[src/rtl/gpb_pkg.sv]
package gpb_pkg;

    typedef enum logic [1:0] {
        CH_IDLE = 2'd0,
        CH_KICK = 2'd1,
        CH_RUN  = 2'd2
    } ch_state_e;

    typedef struct packed {
        logic wrap;
        logic hi;
    } carrier_t;

endpackage

[src/rtl/gpb_sync.sv]
module gpb_sync #(
    parameter int W = 5
) (
    input  logic         clk,
    input  logic         rst,
    input  logic [W-1:0] d_i,
    output logic [W-1:0] q_o
);
    logic [W-1:0] meta_q;
    logic [W-1:0] sync_q;

    always_ff @(posedge clk) begin
        if (rst) begin
            meta_q <= '0;
            sync_q <= '0;
        end else begin
            meta_q <= d_i;
            sync_q <= meta_q;
        end
    end

    assign q_o = sync_q;
endmodule

[src/rtl/gpb_carrier.sv]
module gpb_carrier
    import gpb_pkg::*;
#(
    parameter int PERIOD   = 1200,
    parameter int HIGH_CNT = 180
) (
    input  logic     clk,
    input  logic     rst,
    output carrier_t car_o
);
    localparam int CW = (PERIOD > 1) ? $clog2(PERIOD) : 1;
    localparam logic [CW-1:0] LAST = CW'(PERIOD - 1);
    localparam logic [CW-1:0] HCMP = CW'(HIGH_CNT);

    logic [CW-1:0] cnt_q;

    always_ff @(posedge clk) begin
        if (rst) begin
            cnt_q <= '0;
        end else if (cnt_q == LAST) begin
            cnt_q <= '0;
        end else begin
            cnt_q <= cnt_q + 1'b1;
        end
    end

    always_comb begin
        car_o.wrap = (cnt_q == LAST);
        car_o.hi   = (cnt_q < HCMP);
    end

    assert_wrap_zero_R5: assert property (@(posedge clk) disable iff (rst)
        (cnt_q == LAST) |=> (cnt_q == '0));
    assert_cnt_range_R5: assert property (@(posedge clk) disable iff (rst)
        cnt_q <= LAST);
endmodule

[src/rtl/gpb_channel.sv]
module gpb_channel
    import gpb_pkg::*;
#(
    parameter int STARTUP_PERIODS = 20
) (
    input  logic     clk,
    input  logic     rst,
    input  logic     lvl_i,
    input  carrier_t car_i,
    output logic     out_o
);
    localparam int SW = $clog2(STARTUP_PERIODS + 1);
    localparam logic [SW-1:0] SLAST = SW'(STARTUP_PERIODS - 1);

    ch_state_e     state_q;
    logic [SW-1:0] scnt_q;

    always_ff @(posedge clk) begin
        if (rst) begin
            state_q <= CH_IDLE;
            scnt_q  <= '0;
        end else begin
            unique case (state_q)
                CH_IDLE: begin
                    if (lvl_i) begin
                        state_q <= CH_KICK;
                        scnt_q  <= '0;
                    end
                end
                CH_KICK: begin
                    if (!lvl_i) begin
                        state_q <= CH_IDLE;
                        scnt_q  <= '0;
                    end else if (car_i.wrap) begin
                        if (scnt_q == SLAST) begin
                            state_q <= CH_RUN;
                            scnt_q  <= '0;
                        end else begin
                            scnt_q <= scnt_q + 1'b1;
                        end
                    end
                end
                CH_RUN: begin
                    if (!lvl_i) begin
                        state_q <= CH_IDLE;
                    end
                end
                default: begin
                    state_q <= CH_IDLE;
                    scnt_q  <= '0;
                end
            endcase
        end
    end

    assign out_o = (state_q == CH_KICK) || ((state_q == CH_RUN) && car_i.hi);

    assert_fall_low_R7: assert property (@(posedge clk) disable iff (rst)
        !lvl_i |=> !out_o);
    assert_restart_R8: assert property (@(posedge clk) disable iff (rst)
        (state_q == CH_IDLE && lvl_i) |=> (state_q == CH_KICK && scnt_q == '0));
    assert_burst_bound_R4: assert property (@(posedge clk) disable iff (rst)
        scnt_q <= SLAST);
    assert_run_entry_R6: assert property (@(posedge clk) disable iff (rst)
        (state_q == CH_RUN && $past(state_q) != CH_RUN)
            |-> ($past(state_q) == CH_KICK && $past(car_i.wrap)));
endmodule

[src/rtl/gated_pwm_burst.sv]
module gated_pwm_burst
    import gpb_pkg::*;
#(
    parameter int NUM_CH          = 5,
    parameter int PERIOD          = 1200,
    parameter int HIGH_CNT        = 180,
    parameter int STARTUP_PERIODS = 20
) (
    input  logic              clk,
    input  logic              rst,
    input  logic [NUM_CH-1:0] en_i,
    output logic [NUM_CH-1:0] pwm_o
);
    carrier_t          car;
    logic [NUM_CH-1:0] lvl;

    gpb_sync #(.W(NUM_CH)) u_sync (
        .clk (clk),
        .rst (rst),
        .d_i (en_i),
        .q_o (lvl)
    );

    gpb_carrier #(.PERIOD(PERIOD), .HIGH_CNT(HIGH_CNT)) u_carrier (
        .clk   (clk),
        .rst   (rst),
        .car_o (car)
    );

    for (genvar g = 0; g < NUM_CH; g++) begin : g_ch
        gpb_channel #(.STARTUP_PERIODS(STARTUP_PERIODS)) u_ch (
            .clk   (clk),
            .rst   (rst),
            .lvl_i (lvl[g]),
            .car_i (car),
            .out_o (pwm_o[g])
        );
    end

    assert_reset_low_R1: assert property (@(posedge clk)
        rst |=> (pwm_o == '0));
endmodule

[config.mk]
export PLATFORM = sky130hd
export DESIGN_NAME = gated_pwm_burst
export DESIGN_NICKNAME = d
export VERILOG_FILES = /design/src/rtl/gpb_pkg.sv /design/src/rtl/gpb_sync.sv /design/src/rtl/gpb_carrier.sv /design/src/rtl/gpb_channel.sv /design/src/rtl/gated_pwm_burst.sv
export SDC_FILE = /design/constraint.sdc
export NUM_CORES = 1
export LEC_CHECK = 0
export ABC_CLOCK_PERIOD_IN_PS = 2280
export BUFFER_PORTS_ARGS = -buffer_cell sky130_fd_sc_hd__buf_2
export CAP_MARGIN = 20
export CORE_MARGIN = 1.5
export CORE_UTILIZATION = 46
export CTS_CLUSTER_SIZE = 20
export DETAILED_ROUTE_END_ITERATION = 10
export PLACE_DENSITY_LB_ADDON = 0.2
export SETUP_SLACK_MARGIN = 0.05
export SYNTH_ARGS = -nofsm -noshare
export SYNTH_HDL_FRONTEND = slang
export SYNTH_SLANG_ARGS = --single-unit
[constraint.sdc]
create_clock -name clk -period 2.28 [get_ports clk]
set_input_delay 0.684 -clock clk [delete_from_list [all_inputs] [get_ports clk]]
set_output_delay 0.684 -clock clk [all_outputs]
set_load 0.005 [all_outputs]
# Word level (Yosys, flattened, before mapping)
# Cells that the tools add are included.
# W data, S select, Z words.
# word_totals
regBits	56
latchBits	0
ramBits	0
rom_bits	0
in_bits	7
out_inout_bits	5
word_cells	142
mem_count	0
# classes
n_addsub	6
multipliers	0
div_mod_pow	0
n_lt_le_gt_ge	1
eq_ne	36
shifts	0
muxes	55
bitwise_logic	5
reduce_logical	26
# ops
operator	n
$mux W5	20
$pmux W5 S3	5
$mux W2	25
$pmux W2 S3	5
$add A5 B1 Y5 const B	5
$eq A5 B5 Y1 const B	5
$ne A2 B2 Y1 const B	10
$reduce_and A4 Y1	5
$ne A3 B2 Y1 const B	5
$ne A3 B3 Y1 const B	5
$reduce_and A3 Y1	5
$add A11 B1 Y11 const B	1
$eq A11 B11 Y1 const B	1
$lt A11 B8 Y1 const B	1
$eq A2 B1 Y1 const B	5
$eq A2 B2 Y1 const B	5
$logic_not A2 Y1	5
$logic_and A1 B1 Y1	5
$logic_or A1 B1 Y1	5
$not A1 Y1	5
$reduce_or A2 Y1	1

# Depth between registers and ports, before layout
# depth
depth_word	5
ltp_mapped	8

# Hierarchy
# Synthesis repeated with hierarchy kept, for this count alone.
# hier_totals
hier_cells	297
hier_area_um2	2834.0
# by_module_without_submodules
module	instances	cells_each	area_per_inst_um2	seq_area_each_um2
gpb_channel at g_ch[0].u_ch ...	3	45	411.6	140.1
gpb_carrier	1	56	506.7	220.2
gpb_channel at g_ch[3].u_ch	1	43	417.9	140.1
gpb_channel at g_ch[4].u_ch	1	43	411.6	140.1
gpb_sync	1	20	262.8	200.2

# Worst setup path after synthesis
# No wires, ideal clock.
# synth_timing
kind	flip-flop to output port
from	register g_ch[1].u_ch.state_q[0]
to	output port pwm_o[1]
arrival_time_ns	1.156
path_slack_ns	0.440
stages_incl_launch_ff	6
n_path_buf	3
path_cell_list	dfxtp_1 clkbuf_1 clkbuf_1 nand2b_1 o21ai_0 buf_4
# synth_between
elab_chain_len	3
word_cells_on_any_way	4
classes_between	eq/ne (2); reduce/logical (2)
# synth_rtl
element	line	rtl
start: declaration	gpb_channel.sv:15	ch_state_e state_q;
start signal: assignment	gpb_channel.sv:20	state_q <= CH_IDLE;
start signal: assignment	gpb_channel.sv:26	state_q <= CH_KICK;
start signal: assignment	gpb_channel.sv:32	state_q <= CH_IDLE;
$eq A2 B2 Y1	gpb_channel.sv:56	assign out_o = (state_q == CH_KICK) || ((state_q == CH_RUN) && car_i.hi);
$logic_and A1 B1 Y1	gpb_channel.sv:56	
$logic_or A1 B1 Y1 *	gpb_channel.sv:56	
end: declaration	gated_pwm_burst.sv:12	output logic [NUM_CH-1:0] pwm_o
# Every way passes the cells marked *; elsewhere a longest branch is shown, timed or not.

# Worst setup path after layout
# layout_timing
from	register u_carrier.cnt_q[2]
to	output port pwm_o[3]
# layout_between
elab_chain_len	3
# layout_rtl
element	line	rtl
start: declaration	gpb_carrier.sv:15	logic [CW-1:0] cnt_q;
start signal: assignment	gpb_carrier.sv:23	cnt_q <= cnt_q + 1'b1;
$lt A11 B8 Y1	gpb_carrier.sv:29	car_o.hi = (cnt_q < HCMP);
$logic_and A1 B1 Y1	gpb_channel.sv:56	
$logic_or A1 B1 Y1	gpb_channel.sv:56	
# No other way between the ends.

==> flow_metrics.env <==
export IMPL_ant_nets=0
export IMPL_power_uw=1770
export IMPL_final_common_cell="dfxtp_1"
export IMPL_hold_ws_ns=0.457
export IMPL_ys_flop_type="dfxtp_1"
export IMPL_fin_crit_sh_pct=97.5
export IMPL_vias_per_cell=5.80
export IMPL_clock_fmax_mhz=450
export IMPL_drt_first_iter_violations=97
export IMPL_synthTopCellsByArea="dfxtp_1 38%, nor2b_1 4.0%, nand2_1 3.9%, o21ai_0 3.6%, nand2b_1 3.2%"
export IMPL_synthesis_nets=357
export IMPL_clock_latency_ns=0.31
export IMPL_p_per_area_nw_per_um2=554
export IMPL_cts_root_buffer="clkbuf_8"
export IMPL_slew_headroom_pct=68.7
export IMPL_drive_gt1_share_pct=11.1
export IMPL_hold_violations=0
export IMPL_drtPass1Iterations=4
export IMPL_drc_errors=0
export IMPL_finalMaxSlewViolations=0
export IMPL_cts_made_buffers=5
export IMPL_grt_overflow_total=0
export IMPL_maxCapViolations=0
export IMPL_status="finished clean"
export IMPL_die_height_um=83.2
export IMPL_cts_max_level=2
export IMPL_synth_edf_count=0
export IMPL_n_antenna_cell=0
export IMPL_synth_seq_cells=56
export IMPL_p_leak_uw=0.00112
export IMPL_grt_pass1_wl_mm=10.3
export IMPL_chipWidth_um=83.2
export IMPL_rsz0062_at_grt="true"
export IMPL_ios=12
export IMPL_hold_path_class="flop to flop"
export IMPL_regArea_um2=1120
export IMPL_portBuffers=11
export IMPL_clkSinkCount=56
export IMPL_grt_max_degree=32
export IMPL_synth_area_per_cell_um2=8.60
export IMPL_instances_no_fill=428
export IMPL_yosysSeqAreaShare_pct=37.9
export IMPL_finalSetupViolations=0
export IMPL_cp_end_kind="output port"
export IMPL_grt_pass1_vias=2250
export IMPL_area_delta_synth_final_pct=8.25
export IMPL_dp_hpwl_mm=4.00
export IMPL_cp_required_ns=1.60
export IMPL_die_area_um2=6920
export IMPL_path_max_fanout=3
export IMPL_core_area_um2=6280
export IMPL_design_area_um2=3200
export IMPL_grt_usage_pct=17.7
export IMPL_antenna_found_initial=0
export IMPL_synthCells=344
export IMPL_placed_cells=416
export IMPL_critical_path_class="flop to output port"
export IMPL_synth_top_cell_by_area="dfxtp_1"
export IMPL_cts_tree="yes"
export IMPL_nets=363
export IMPL_multi_input_area_um2=1660
export IMPL_avgRoutedWirePerCell_um=13.9
export IMPL_yosys_warnings=0
export IMPL_placed_area_um2=3030
export IMPL_synthArstFlopShare_pct=0
export IMPL_final_cell_mix="54 x dfxtp_1, 31 x nand2_1, 19 x nor2b_1, 16 x o21ai_0, 16 x nor3_1"
export IMPL_clkTransAtPathRegs_ns=0.10
export IMPL_num_vias=2483
export IMPL_clockBufferDepth=2
export IMPL_ys_types=61
export IMPL_fillers=583
export IMPL_gp_congestion=0.787
export IMPL_worst_pin_slew_ns=0.469
export IMPL_start_util_pct=47.1
export IMPL_synth_top_area_share_pct=37.9
export IMPL_wl_mm=5.93
export IMPL_synth_area_um2=2960
export IMPL_min_period_ns=2.22
export IMPL_max_vdd_ir_drop_mv=0.328
export IMPL_arrival_ns=1.54
export IMPL_critPathLaunchType="flop"
export IMPL_rows=29
export IMPL_skew_ns=0.0119
## cells by family after synthesis
family	synth area share (%)
fa+ha+maj	2.54
buf+inv	6.43
flops	37.9
compound gates	18.1
xor+xnor	2.96
simple gates	32.1
## cell type report
type	count	area share, %
clock buffers	6	2.58
inverters	15	1.76
flip-flops and latches	56	35.1
multi-input cells	251	51.8
clock inverters	2	1.21
repair buffers	21	4.57
well taps	77	3.01
## power by group
| group | switching (µW) | internal, µW |
|---|---|---|
| clock | 328 | 360 |
| sequential | 9.76 | 993 |
| combinational | 48.8 | 33.6 |
## layer usage
layer / vias to the layer above / GRT usage, % / share of wire (%)
met5: - / 0 / 0
met4: 0 / 6.21 / 0.71
met3: 4 / 3.38 / 3.7
met2: 50 / 27.3 / 46
met1: 1157 / 24.8 / 50
li1: 1272 / - / -
## synthesized netlist by cell type (10+ instances only)
| cell type | n |
|---|---|
| inv_1 | 14 |
| o21ai_0 | 21 |
| dfxtp_1 | 56 |
| nand2b_1 | 15 |
| nor2_1 | 10 |
| nand2_1 | 31 |
| clkbuf_1 | 10 |
| nor3_1 | 16 |
| nand3_1 | 10 |
| a21oi_1 | 10 |
| nor2b_1 | 19 |
## per-stage QoR
step                      setup WS, ns  util (%)  setup TNS (ns)
after global routing           -0.0326      51.0          -0.116
after global placement           0.172      48.3               0
after CTS                       0.0593      50.9               0
after detailed placement         0.155      48.3               0
final                           0.0577      51.0               0
after floorplan                  0.440         -               0
## what timing repair did
item | in CTS | in global routing
gates resized for setup | 9 | 2
setup buffers | 4 | 0
hold buffers | 0 | 0
setup endpoints to repair | 5 | 5
## registers in the layout, summed over array words and instances (netlist names)
name	cells
u_carrier.cnt_q	11
g_ch.u_ch.state_q	10
g_ch.u_ch.scnt_q	25
u_sync.q_o	5
u_sync.meta_q	5
## critical path, cell delays in order (launching register included)
cell and delay, ns:
dfxtp_2 0.33, o211a_1 0.22, o21ai_2 0.10, nand3b_1 0.15
buf_4 0.18, o21ai_2 0.13, buf_2 0.12
## final timing paths
kind / start / to / slack, ns / cells after the start
setup reg to reg: u_carrier.cnt_q[0] / g_ch[0].u_ch.scnt_q[0] / 0.29 / 5
hold / removal: u_sync.meta_q[2] / u_sync.q_o[2] / 0.46 / 1
setup / recovery: u_carrier.cnt_q[2] / pwm_o[3] / 0.06 / 6
hold reg to reg: u_sync.meta_q[2] / u_sync.q_o[2] / 0.46 / 1
Note: power is estimated with default switching activity, not from simulation.
